===== src/rtl/i2ct_pkg.sv =====
package i2ct_pkg;
   localparam int BYTE_W   = 8;
   localparam int BIT_KEEP = 7;   // control: 1 = sense drive active
   localparam int BIT_PD   = 6;   // control: 1 = power-down request
   localparam int BIT_EMP  = 5;   // control: read-only queue empty

   typedef enum logic [2:0] {
      ST_IDLE,
      ST_ADDR,
      ST_ADDR_ACK,
      ST_WR_DATA,
      ST_WR_ACK,
      ST_RD_DATA,
      ST_RD_ACK,
      ST_IGNORE
   } st_e;
endpackage


===== src/rtl/i2ct_sync.sv =====
module i2ct_sync #(
   parameter int STAGES = 2
) (
   input  logic clk,
   input  logic rst_n,
   input  logic scl_i,
   input  logic sda_i,
   output logic sda_s,
   output logic scl_rise,
   output logic scl_fall,
   output logic start_p,
   output logic stop_p
);
   logic [STAGES-1:0] scl_ff;
   logic [STAGES-1:0] sda_ff;
   logic              scl_q;
   logic              sda_q;
   logic              scl_s;

   generate
      if (STAGES < 2) begin : g_bad_stages
         $error("i2ct_sync needs at least two stages");
      end
      for (genvar g = 0; g < STAGES; g++) begin : g_stage
         if (g == 0) begin : g_first
            always_ff @(posedge clk or negedge rst_n) begin
               if (!rst_n) begin
                  scl_ff[0] <= 1'b1;
                  sda_ff[0] <= 1'b1;
               end else begin
                  scl_ff[0] <= scl_i;
                  sda_ff[0] <= sda_i;
               end
            end
         end else begin : g_next
            always_ff @(posedge clk or negedge rst_n) begin
               if (!rst_n) begin
                  scl_ff[g] <= 1'b1;
                  sda_ff[g] <= 1'b1;
               end else begin
                  scl_ff[g] <= scl_ff[g-1];
                  sda_ff[g] <= sda_ff[g-1];
               end
            end
         end
      end
   endgenerate

   assign scl_s = scl_ff[STAGES-1];
   assign sda_s = sda_ff[STAGES-1];

   always_ff @(posedge clk or negedge rst_n) begin
      if (!rst_n) begin
         scl_q <= 1'b1;
         sda_q <= 1'b1;
      end else begin
         scl_q <= scl_s;
         sda_q <= sda_s;
      end
   end

   assign scl_rise = scl_s & ~scl_q;
   assign scl_fall = ~scl_s & scl_q;
   assign start_p  = scl_s & scl_q & sda_q & ~sda_s;
   assign stop_p   = scl_s & scl_q & ~sda_q & sda_s;
endmodule


===== src/rtl/i2ct_ctrl.sv =====
module i2ct_ctrl
   import i2ct_pkg::*;
(
   input  logic              clk,
   input  logic              rst_n,
   input  logic              wr_en,
   input  logic [1:0]        wr_bits,      // {bit 7, bit 6} of written byte
   input  logic              fifo_empty_i,
   output logic [BYTE_W-1:0] ctrl_byte,
   output logic              force_hiz_o,
   output logic              pwr_down_o
);
   logic keep_q;
   logic pd_q;

   always_ff @(posedge clk or negedge rst_n) begin
      if (!rst_n) begin
         keep_q <= 1'b1;
         pd_q   <= 1'b0;
      end else if (wr_en) begin
         keep_q <= wr_bits[1];
         pd_q   <= wr_bits[0];
      end
   end

   always_comb begin
      ctrl_byte           = '0;
      ctrl_byte[BIT_KEEP] = keep_q;
      ctrl_byte[BIT_PD]   = pd_q;
      ctrl_byte[BIT_EMP]  = fifo_empty_i;
   end

   assign force_hiz_o = ~keep_q;
   assign pwr_down_o  = pd_q;


   ctrl_write_chk: assert property (@(posedge clk) disable iff (!rst_n)
      !$stable({keep_q, pd_q}) |-> $past(wr_en));
endmodule


===== src/rtl/i2ct_engine.sv =====
module i2ct_engine
   import i2ct_pkg::*;
#(
   parameter int                ADDR_W  = 7,
   parameter logic [BYTE_W-1:0] ID_BYTE = 8'h00
) (
   input  logic              clk,
   input  logic              rst_n,
   input  logic              scl_rise,
   input  logic              scl_fall,
   input  logic              sda_s,
   input  logic              start_p,
   input  logic              stop_p,
   input  logic [ADDR_W-1:0] own_addr,
   input  logic [BYTE_W-1:0] ctrl_byte,
   input  logic [BYTE_W-1:0] fifo_key_i,
   input  logic [BYTE_W-1:0] fifo_dur_i,
   input  logic              fifo_empty_i,
   output logic              sda_oe,
   output logic              wr_en,
   output logic [1:0]        wr_bits,
   output logic              fifo_pop
);
   localparam int CNT_W   = $clog2(BYTE_W + 1);
   localparam int LAST_IX = 3;

   st_e               st;
   logic [BYTE_W-1:0] sh;
   logic [BYTE_W-1:0] tx;
   logic [BYTE_W-1:0] dur_snap;
   logic [CNT_W-1:0]  cnt;
   logic [1:0]        idx;
   logic [1:0]        nxt_idx;
   logic [BYTE_W-1:0] load_byte;
   logic              rw;
   logic              ack_q;

   assign wr_bits = sh[BYTE_W-1 -: 2];

   always_comb begin
      nxt_idx = (st == ST_ADDR_ACK) ? 2'd0 : idx + 2'd1;
      case (nxt_idx)
         2'd0:    load_byte = ID_BYTE;
         2'd1:    load_byte = ctrl_byte;
         2'd2:    load_byte = fifo_key_i;
         default: load_byte = dur_snap;
      endcase
   end

   always_ff @(posedge clk or negedge rst_n) begin
      if (!rst_n) begin
         st       <= ST_IDLE;
         sh       <= '0;
         tx       <= '0;
         dur_snap <= '0;
         cnt      <= '0;
         idx      <= '0;
         rw       <= 1'b0;
         ack_q    <= 1'b0;
         sda_oe   <= 1'b0;
         wr_en    <= 1'b0;
         fifo_pop <= 1'b0;
      end else begin
         wr_en    <= 1'b0;
         fifo_pop <= 1'b0;
         if (stop_p) begin
            st     <= ST_IDLE;
            sda_oe <= 1'b0;
         end else if (start_p) begin
            st     <= ST_ADDR;
            cnt    <= '0;
            sda_oe <= 1'b0;
         end else begin
            case (st)
               ST_ADDR: begin
                  if (scl_rise) begin
                     sh  <= {sh[BYTE_W-2:0], sda_s};
                     cnt <= cnt + 1'b1;
                  end else if (scl_fall && cnt == CNT_W'(BYTE_W)) begin
                     if (sh[BYTE_W-1:1] == own_addr) begin
                        st     <= ST_ADDR_ACK;
                        sda_oe <= 1'b1;
                        rw     <= sh[0];
                     end else begin
                        st <= ST_IGNORE;
                     end
                  end
               end
               ST_ADDR_ACK: begin
                  if (scl_fall) begin
                     cnt <= '0;
                     if (rw) begin
                        st     <= ST_RD_DATA;
                        idx    <= nxt_idx;
                        tx     <= load_byte;
                        sda_oe <= ~load_byte[BYTE_W-1];
                     end else begin
                        st     <= ST_WR_DATA;
                        sda_oe <= 1'b0;
                     end
                  end
               end
               ST_WR_DATA: begin
                  if (scl_rise) begin
                     sh  <= {sh[BYTE_W-2:0], sda_s};
                     cnt <= cnt + 1'b1;
                  end else if (scl_fall && cnt == CNT_W'(BYTE_W)) begin
                     wr_en  <= 1'b1;
                     sda_oe <= 1'b1;
                     st     <= ST_WR_ACK;
                  end
               end
               ST_WR_ACK: begin
                  if (scl_fall) begin
                     sda_oe <= 1'b0;
                     st     <= ST_IGNORE;
                  end
               end
               ST_RD_DATA: begin
                  if (scl_fall) begin
                     if (cnt == CNT_W'(BYTE_W - 1)) begin
                        sda_oe <= 1'b0;
                        st     <= ST_RD_ACK;
                     end else begin
                        tx     <= {tx[BYTE_W-2:0], 1'b0};
                        sda_oe <= ~tx[BYTE_W-2];
                        cnt    <= cnt + 1'b1;
                     end
                  end
               end
               ST_RD_ACK: begin
                  if (scl_rise) begin
                     ack_q <= ~sda_s;
                     if (idx == 2'(LAST_IX) && !sda_s && !fifo_empty_i)
                        fifo_pop <= 1'b1;
                  end else if (scl_fall) begin
                     if (ack_q && idx != 2'(LAST_IX)) begin
                        idx    <= nxt_idx;
                        tx     <= load_byte;
                        sda_oe <= ~load_byte[BYTE_W-1];
                        cnt    <= '0;
                        st     <= ST_RD_DATA;
                        if (nxt_idx == 2'd2)
                           dur_snap <= fifo_dur_i;
                     end else begin
                        st <= ST_IGNORE;
                     end
                  end
               end
               default: ;
            endcase
         end
      end
   end


   pop_pulse_chk: assert property (@(posedge clk) disable iff (!rst_n)
      fifo_pop |=> !fifo_pop);

   pop_nonempty_chk: assert property (@(posedge clk) disable iff (!rst_n)
      fifo_pop |-> !$past(fifo_empty_i));

   start_addr_chk: assert property (@(posedge clk) disable iff (!rst_n)
      (start_p && !stop_p) |=> (st == ST_ADDR));

   quiet_chk: assert property (@(posedge clk) disable iff (!rst_n)
      (st == ST_IGNORE || st == ST_IDLE) |-> !sda_oe);

   addr_ack_chk: assert property (@(posedge clk) disable iff (!rst_n)
      (st == ST_ADDR_ACK) |-> sda_oe);

   bit_count_chk: assert property (@(posedge clk) disable iff (!rst_n)
      cnt <= CNT_W'(BYTE_W));
endmodule


===== src/rtl/i2c_keyfifo_target.sv =====
module i2c_keyfifo_target
   import i2ct_pkg::*;
#(
   parameter int                PIN_BITS    = 2,
   parameter int                SYNC_STAGES = 2,
   parameter logic [4:0]        ADDR_PREFIX = 5'b01000,
   parameter logic [BYTE_W-1:0] ID_BYTE     = 8'h00
) (
   input  logic              clk,
   input  logic              rst_n,
   input  logic              scl_i,
   input  logic              sda_i,
   output logic              sda_oe_o,
   input  logic [PIN_BITS-1:0] addr_pins_i,
   input  logic [BYTE_W-1:0] fifo_key_i,
   input  logic [BYTE_W-1:0] fifo_dur_i,
   input  logic              fifo_empty_i,
   output logic              fifo_pop_o,
   output logic              force_hiz_o,
   output logic              pwr_down_o
);
   localparam int ADDR_W   = 7;
   localparam int PREFIX_W = ADDR_W - PIN_BITS;

   generate
      if (PREFIX_W != 5) begin : g_bad_split
         $error("prefix plus pin bits must form a 7-bit address");
      end
   endgenerate

   logic              sda_s, scl_rise, scl_fall, start_p, stop_p;
   logic              wr_en;
   logic [1:0]        wr_bits;
   logic [BYTE_W-1:0] ctrl_byte;
   logic [ADDR_W-1:0] own_addr;

   assign own_addr = {ADDR_PREFIX, addr_pins_i};

   i2ct_sync #(.STAGES(SYNC_STAGES)) i_sync (
      .clk      (clk),
      .rst_n    (rst_n),
      .scl_i    (scl_i),
      .sda_i    (sda_i),
      .sda_s    (sda_s),
      .scl_rise (scl_rise),
      .scl_fall (scl_fall),
      .start_p  (start_p),
      .stop_p   (stop_p)
   );

   i2ct_engine #(.ADDR_W(ADDR_W), .ID_BYTE(ID_BYTE)) i_engine (
      .clk          (clk),
      .rst_n        (rst_n),
      .scl_rise     (scl_rise),
      .scl_fall     (scl_fall),
      .sda_s        (sda_s),
      .start_p      (start_p),
      .stop_p       (stop_p),
      .own_addr     (own_addr),
      .ctrl_byte    (ctrl_byte),
      .fifo_key_i   (fifo_key_i),
      .fifo_dur_i   (fifo_dur_i),
      .fifo_empty_i (fifo_empty_i),
      .sda_oe       (sda_oe_o),
      .wr_en        (wr_en),
      .wr_bits      (wr_bits),
      .fifo_pop     (fifo_pop_o)
   );

   i2ct_ctrl i_ctrl (
      .clk          (clk),
      .rst_n        (rst_n),
      .wr_en        (wr_en),
      .wr_bits      (wr_bits),
      .fifo_empty_i (fifo_empty_i),
      .ctrl_byte    (ctrl_byte),
      .force_hiz_o  (force_hiz_o),
      .pwr_down_o   (pwr_down_o)
   );
endmodule


===== config.mk =====
export PLATFORM = sky130hd
export DESIGN_NAME = i2c_keyfifo_target
export DESIGN_NICKNAME = d
export VERILOG_FILES = /design/src/rtl/i2ct_pkg.sv /design/src/rtl/i2ct_sync.sv /design/src/rtl/i2ct_ctrl.sv /design/src/rtl/i2ct_engine.sv /design/src/rtl/i2c_keyfifo_target.sv
export SDC_FILE = /design/constraint.sdc
export NUM_CORES = 1
export LEC_CHECK = 0
export CAP_MARGIN = 40
export CORE_MARGIN = 10
export CORE_UTILIZATION = 60
export DETAILED_ROUTE_END_ITERATION = 10
export DONT_BUFFER_PORTS = 1
export MAX_ROUTING_LAYER = met4
export PLACE_DENSITY = 0.76
export SLEW_MARGIN = 20
export SYNTH_ARGS = -nofsm -noshare
export SYNTH_HDL_FRONTEND = slang
export SYNTH_HIERARCHICAL = 1
export SYNTH_SLANG_ARGS = --single-unit

===== constraint.sdc =====
create_clock -name clk -period 2.8 [get_ports clk]
set_clock_uncertainty 0.05 [all_clocks]
set_input_delay 0 -clock clk [delete_from_list [all_inputs] [get_ports clk]]
set_output_delay 0 -clock clk [all_outputs]
set_load 0.01 [all_outputs]

==> metrics.cfg, run 1 <==
[status]
outcome=finished, violations left
violations=hold timing

[timing]
relSlewSlack_pct=60.2
worst_pin_slew_ns=0.589
fmaxAchievable_ghz=0.411
period_share_pct=86.9
min_period_ns=2.43
tns_ns=0
setup_viol=0
slew_viol_final=0
rsz0062_at_grt=no
hold_viol=1
hold_slack_ns=-0.000992

[synth]
syn_area_per_cell_um2=10.5
synthesis.area_um2=2650
synth_cell_types=56
yosysWarnings=6
synth_top_area_share_pct=35.9
ys_ff_latch=45
synth_flop_cell=dfrtp_1
synthCells=251
synth_largest_area_cell=dfrtp_1
ys_async_sr_fraction_pct=100
ys_seq_area_share_pct=42.9
synth_edf_count=0
synthTopCellsByArea=dfrtp_1, mux2_2, dfstp_2

[routing]
drc=0
ant_nets=0
via_count=1824
firstDrtPassIters=4
wire_per_inst_um=16.6
viasPerCell=5.79
drtIter0Drc=133
routed_wl_um=5220

[global_routing]
grt_pass1_wl_um=9110
grt_pass1_vias=1829
grt_max_degree=46
antenna_found_initial=0
overflow=0
grt_use_total_pct=15.5

[flow_run]
maxCapViolCount=0

[worst_setup_path]
worstPathRequired_ns=2.94
critical_path_class=register to register
crit_path_end_kind=register
crit_path_max_fanout=8
start_kind=register
arrival_ns=2.57

[power]
p_leak_nw=1.31
combPwrFrac_pct=46.6
pwr-share-seq_pct=37.7
switchingPower_mw=0.976
p_int_mw=1.57
p_total_mw=2.55
clkPwrFrac_pct=15.7
pwr_density_cell_nw_per_um2=890
ir_drop_mv=0.508
swShare_pct=38.3

[layout]
fin_util_pct=66.3
nets=288
syn2layout_area_growth_pct=8.32
drive_above_1_share_pct=24.0
n_antenna_cell=0
num-fill-cells=327

[cts]
cts_tree=yes
clock-sinks=45
cts_setup_buffers=0
ctsResizeCount=0
cts_buffers=5
clk_latency_ns=0.31
clock-root-buffer=clkbuf_8
clkTransAtPathRegs_ns=0.10
htree_levels=2
cts.path.max_buffers=2

[floorplanning]
die_h_um=86.4
rows=24
fp.dieW_um=86.4
ioPinCount=27
start_util_pct=61.2
die_area_um2=7470
core_area_um2=4320

[hold_path]
hold_path.class=primary input to register

[placed_design]
hpwl_um=3730
port_buffers=0
gp_congestion=0.899

==> cell usage in the layout (no fill, tap or decap), types with 8 or more instances in the layout <==
master          n
a22oi_1         9
conb_1         10
dfrtp_1        38
dlygate4sd3_1  12
inv_1          10
mux2_2         26
mux2_4          8
nand2_1        24
nor2_1         10
o21ai_0        12
==> worst max-delay path, stage by stage, from the launching register on <==
cell	delay, ns
dfstp_2	0.58
and4b_1	0.26
or2_1	0.27
or4_1	0.78
mux2_4	0.38
==> Yosys cell counts (3+ instances only) <==
cell type and number:
a22o_1 3, a22oi_1 9, and3b_1 3, buf_2 5, buf_4 12, clkbuf_1 3, conb_1 3, dfrtp_1 38
dfstp_2 7, ha_1 3, inv_1 10, mux2_2 26, mux2_4 8, nand2_1 24, nand3_1 7, nor2_1 10
nor2b_1 4, nor3_1 5, nor4b_1 3, o211ai_1 3, o21ai_0 12, xnor2_1 4, xor2_1 5
==> stage by stage <==
step	instances	area (µm²)	setup WS, ns
detailed placement	294	2640	0.358
finish	315	2870	0.367
floorplan	258	2670	0.602
global route	315	2870	0.277
global placement	294	2640	0.423
CTS	315	2870	0.353
==> kinds of logic (layout without fill, tap and decap cells) <==
| kind of cell | after synthesis | in the layout | synth area share [%] |
|---|---|---|---|
| AND/OR/NAND/NOR | 72 | 72 | 15.1 |
| AO/OA/AOI/OAI | 51 | 51 | 14.0 |
| XOR/XNOR | 9 | 9 | 2.98 |
| adder cells (fa/ha/maj) | 3 | 3 | 1.42 |
| flip-flops | 45 | 45 | 42.9 |
| buffers and inverters | 33 | 38 | 7.19 |
| other | 3 | 10 | 0.426 |
| multiplexers | 35 | 35 | 16.0 |
==> path summary, 6_finish.rpt <==
check / to / depth (start not counted) / from / slack, ns
setup / recovery: i_engine/dur_snap[3] / 4 / i_sync/sda_s / 0.37
hold / removal: i_engine/tx[5] / 3 / fifo_empty_i / -0.001
setup reg to reg: i_engine/dur_snap[3] / 4 / i_sync/sda_s / 0.37
hold reg to reg: i_sync/scl_s / 0 / i_sync/scl_ff[0] / 0.31
max in group asynchronous: i_sync/scl_q / 2 / rst_n / 2.30
min in group asynchronous: i_engine/dur_snap[0] / 2 / rst_n / 0.11
==> power groups by stage <==
stage	logic, mW	registers [mW]	clock network [mW]
CTS	1.19	0.960	0.414
floorplan	1.02	0.892	0
global route	1.34	0.986	0.437
detailed placement	1.16	0.973	0
finish	1.19	0.961	0.401
global placement	1.14	0.970	0
==> layout make-up <==
| class | count | area, µm² | share of cell area, % |
|---|---|---|---|
| multi-input cells | 180 | 1350 | 47.0 |
| well taps | 52 | 65.1 | 2.27 |
| flip-flops and latches | 45 | 1130 | 39.6 |
| clock buffers | 6 | 72.6 | 2.53 |
| repair buffers | 20 | 193 | 6.72 |
| inverters | 10 | 37.5 | 1.31 |
| clock inverters | 2 | 16.3 | 0.567 |
==> sequential cells by signal (all words and copies together), names as in the netlist <==
| name | count |
|---|---|
| i_engine/rw | 1 |
| i_sync/sda_s | 1 |
| i_engine/dur_snap | 8 |
| i_sync/sda_q | 1 |
| i_engine/idx | 2 |
| i_engine/ack_q | 1 |
| i_engine/st | 3 |
| i_engine/cnt | 4 |
| i_sync/scl_q | 1 |
| i_sync/scl_ff | 1 |
| i_engine/tx | 7 |
| i_engine/wr_en | 1 |
| i_sync/scl_s | 1 |
| i_ctrl/pwr_down_o | 1 |
| i_engine/sh | 8 |
| i_ctrl/keep_q | 1 |
| i_engine/fifo_pop | 1 |
| i_engine/sda_oe | 1 |
| i_sync/sda_ff | 1 |
==> layer usage <==
layer	GRT usage, %	vias up	share of wire [%]	wire length, µm
met5	-	-	0	0
met4	6.19	0	1.0	54
met3	2.81	5	4.0	207
met2	25.2	38	49	2560
met1	18.6	874	46	2400
li1	-	907	-	-
==> timing repair <==
| item | 4_1_cts | 5_1_grt |
|---|---|---|
| endpoints found under the hold margin | 56 | 0 |
| hold buffers | 13 | 0 |
| setup endpoints to repair | 0 | 0 |
No activity file was read; power rests on OpenSTA's default activity.
==> run 2: changes to the inputs <==
--- a/config.mk
+++ b/config.mk
@@ -8,6 +8,7 @@
 export CAP_MARGIN = 40
 export CORE_MARGIN = 10
 export CORE_UTILIZATION = 60
+export CTS_BUF_LIST = sky130_fd_sc_hd__clkbuf_16
 export DETAILED_ROUTE_END_ITERATION = 10
 export DONT_BUFFER_PORTS = 1
 export MAX_ROUTING_LAYER = met4
==> run 2 against run 1 <==
Net effect: the flow now finishes without violations; sequential share of layout area fell by 0.76 points; cell count did not move; die area did not move; cell area rose by 2.0%.
==> metrics.cfg, run 2 (synthesized netlist as in run 1, its figures left out) <==
[status]
outcome=finished clean  ; was finished, violations left

[timing]
min_period_ns=2.43  ; about the same
fmaxAchievable_ghz=0.412  ; was 0.411 GHz
period_share_pct=86.6  ; was 86.9%
slew_viol_final=0  ; unchanged
worst_pin_slew_ns=0.601  ; was 0.589 ns
tns_ns=0  ; unchanged
setup_viol=0  ; unchanged
hold_viol=0  ; was 1
relSlewSlack_pct=59.3  ; was 60.2%
rsz0062_at_grt=no  ; unchanged
hold_slack_ns=0.0201  ; was -0.000992 ns

[cts]
cts.path.max_buffers=2  ; unchanged
cts_buffers=5  ; unchanged
clk_latency_ns=0.29  ; was 0.31 ns
clkTransAtPathRegs_ns=0.07  ; was 0.10 ns
clock-root-buffer=clkbuf_16  ; was clkbuf_8
clock-sinks=45  ; unchanged
cts_tree=yes  ; unchanged
htree_levels=2  ; unchanged

[global_routing]
grt_pass1_wl_um=9250  ; was 9110 µm
antenna_found_initial=0  ; unchanged
grt_use_total_pct=15.8  ; was 15.5%
grt_pass1_vias=1849  ; was 1,829
overflow=0  ; unchanged
grt_max_degree=46  ; unchanged

[floorplanning]
core_area_um2=4320  ; unchanged
die_area_um2=7470  ; unchanged
start_util_pct=61.2  ; unchanged
rows=24  ; unchanged
ioPinCount=27  ; unchanged
fp.dieW_um=86.4  ; unchanged
die_h_um=86.4  ; unchanged

[routing]
wire_per_inst_um=16.9  ; was 16.6 µm
drc=0  ; unchanged
routed_wl_um=5320  ; was 5220 µm
via_count=1831  ; was 1,824
ant_nets=0  ; unchanged
drtIter0Drc=113  ; was 133
viasPerCell=5.81  ; was 5.79
firstDrtPassIters=4  ; unchanged

[power]
pwr-share-seq_pct=35.4  ; was 37.7%
pwr_density_cell_nw_per_um2=932  ; was 890 nW/µm²
p_int_mw=1.73  ; was 1.57 mW
swShare_pct=36.6  ; was 38.3%
clkPwrFrac_pct=20.9  ; was 15.7%
ir_drop_mv=0.528  ; was 0.508 mV
combPwrFrac_pct=43.7  ; was 46.6%
p_leak_nw=1.34  ; was 1.31 nW
switchingPower_mw=0.997  ; was 0.976 mW

[worst_setup_path]
worstRegToRegCells=4  ; unchanged
critical_path_class=register to register  ; unchanged
r2r_end=i_engine/dur_snap[3]  ; unchanged
worstPathRequired_ns=2.92  ; was 2.94 ns
start_kind=register  ; unchanged
reg2reg_from=i_sync/sda_s  ; unchanged
rrSetupSlack_ns=0.37  ; about the same
startpoint=i_sync/sda_s  ; unchanged
crit_path_max_fanout=8  ; unchanged
arrival_ns=2.54  ; was 2.57 ns
crit_path_end_kind=register  ; unchanged
crit_end=i_engine/dur_snap[3]  ; unchanged

[flow_run]
maxCapViolCount=0  ; unchanged

[layout]
final_cell_mix=dfrtp_1, mux2_2, nand2_1, dlygate4sd3_1, o21ai_0  ; unchanged
drive_above_1_share_pct=24.0  ; unchanged
syn2layout_area_growth_pct=10.4  ; was 8.32%
largestRegisters=i_engine/dur_snap (8), i_engine/sh (8), i_engine/tx (7)  ; unchanged
n_antenna_cell=0  ; unchanged
nets=288  ; unchanged
layout_commonest_cell=dfrtp_1  ; unchanged
final_area_um2=2920  ; was 2870 µm²

[placed_design]
gp_congestion=0.899  ; unchanged
port_buffers=0  ; unchanged
hpwl_um=3730  ; unchanged
placed_cell_area_um2=2640  ; unchanged

[hold_path]
hold_path.class=primary input to register  ; unchanged

==> run 2: cell count changes in the layout (fill, tap and decap cells not counted) <==
cell and change:
clkbuf_16 +5, clkbuf_8 -5, inv_1 +1, clkbuf_1 -1
==> run 2: timing repair <==
| item | 4_1_cts | 5_1_grt |
|---|---|---|
| hold buffers | 13 | 0 |
| gates resized for setup | 0 | 0 |
| buffers inserted | 0 | 0 |
| hold endpoints to repair | 56 | 0 |
==> run 2: per-stage QoR <==
stage	instances	worst slack [ns]	power [mW]	util, %
finish	315	0.375	2.72	67.6
floorplan	258	0.602	1.91	-
global placement	294	0.423	2.11	61.0
global route	315	0.273	2.94	67.6
CTS	315	0.359	2.74	67.6
detailed placement	294	0.358	2.13	61.0
==> run 2: critical path, cell delays in order, from the launching register on <==
cell and delay [ns]:
dfstp_2 0.57, and4b_1 0.26, or2_1 0.27, or4_1 0.78, mux2_4 0.38
==> run 2: power by group through the flow <==
stage               Combinational [mW]  Sequential (mW)  Clock, mW
floorplan                         1.02            0.892          0
global placement                  1.14            0.970          0
detailed placement                1.16            0.973          0
CTS                               1.19            0.962      0.582
global route                      1.35            0.986      0.605
finish                            1.19            0.965      0.568
==> run 2: area by class of cell <==
cell class / instances / area [µm²]
Sequential cell: 45 / 1130
Inverter: 10 / 37.5
Clock inverter: 3 / 20.0
Multi-Input combinational cell: 180 / 1350
Tap cell: 52 / 65.1
Timing Repair Buffer: 20 / 193
Clock buffer: 5 / 125
Fill cell: 326 / 1400
==> run 2: per-layer routing <==
layer	GRT usage, %	part of all wire (%)	vias to the layer above	wire length [µm]
met1	18.6	45	891	2410
met2	25.9	50	27	2640
li1	-	-	906	-
met4	5.01	1.4	0	72
met5	-	0	-	0
met3	3.94	3.6	7	192
==> run 2: worst min-delay path by stage <==
| stage | from | end | slack, ns | cells after the start |
|---|---|---|---|---|
| 2_1_floorplan | rst_n | i_ctrl/pwr_down_o | -0.35 | 0 |
| 3_3_place_gp | rst_n | i_engine/dur_snap[1] | -0.34 | 0 |
| 3_5_place_dp | rst_n | i_engine/dur_snap[1] | -0.34 | 0 |
| 4_1_cts | fifo_empty_i | i_engine/tx[5] | 0.03 | 3 |
| 5_1_grt | fifo_empty_i | i_engine/tx[5] | 0.09 | 3 |
| 6_report | fifo_empty_i | i_engine/tx[5] | 0.02 | 3 |
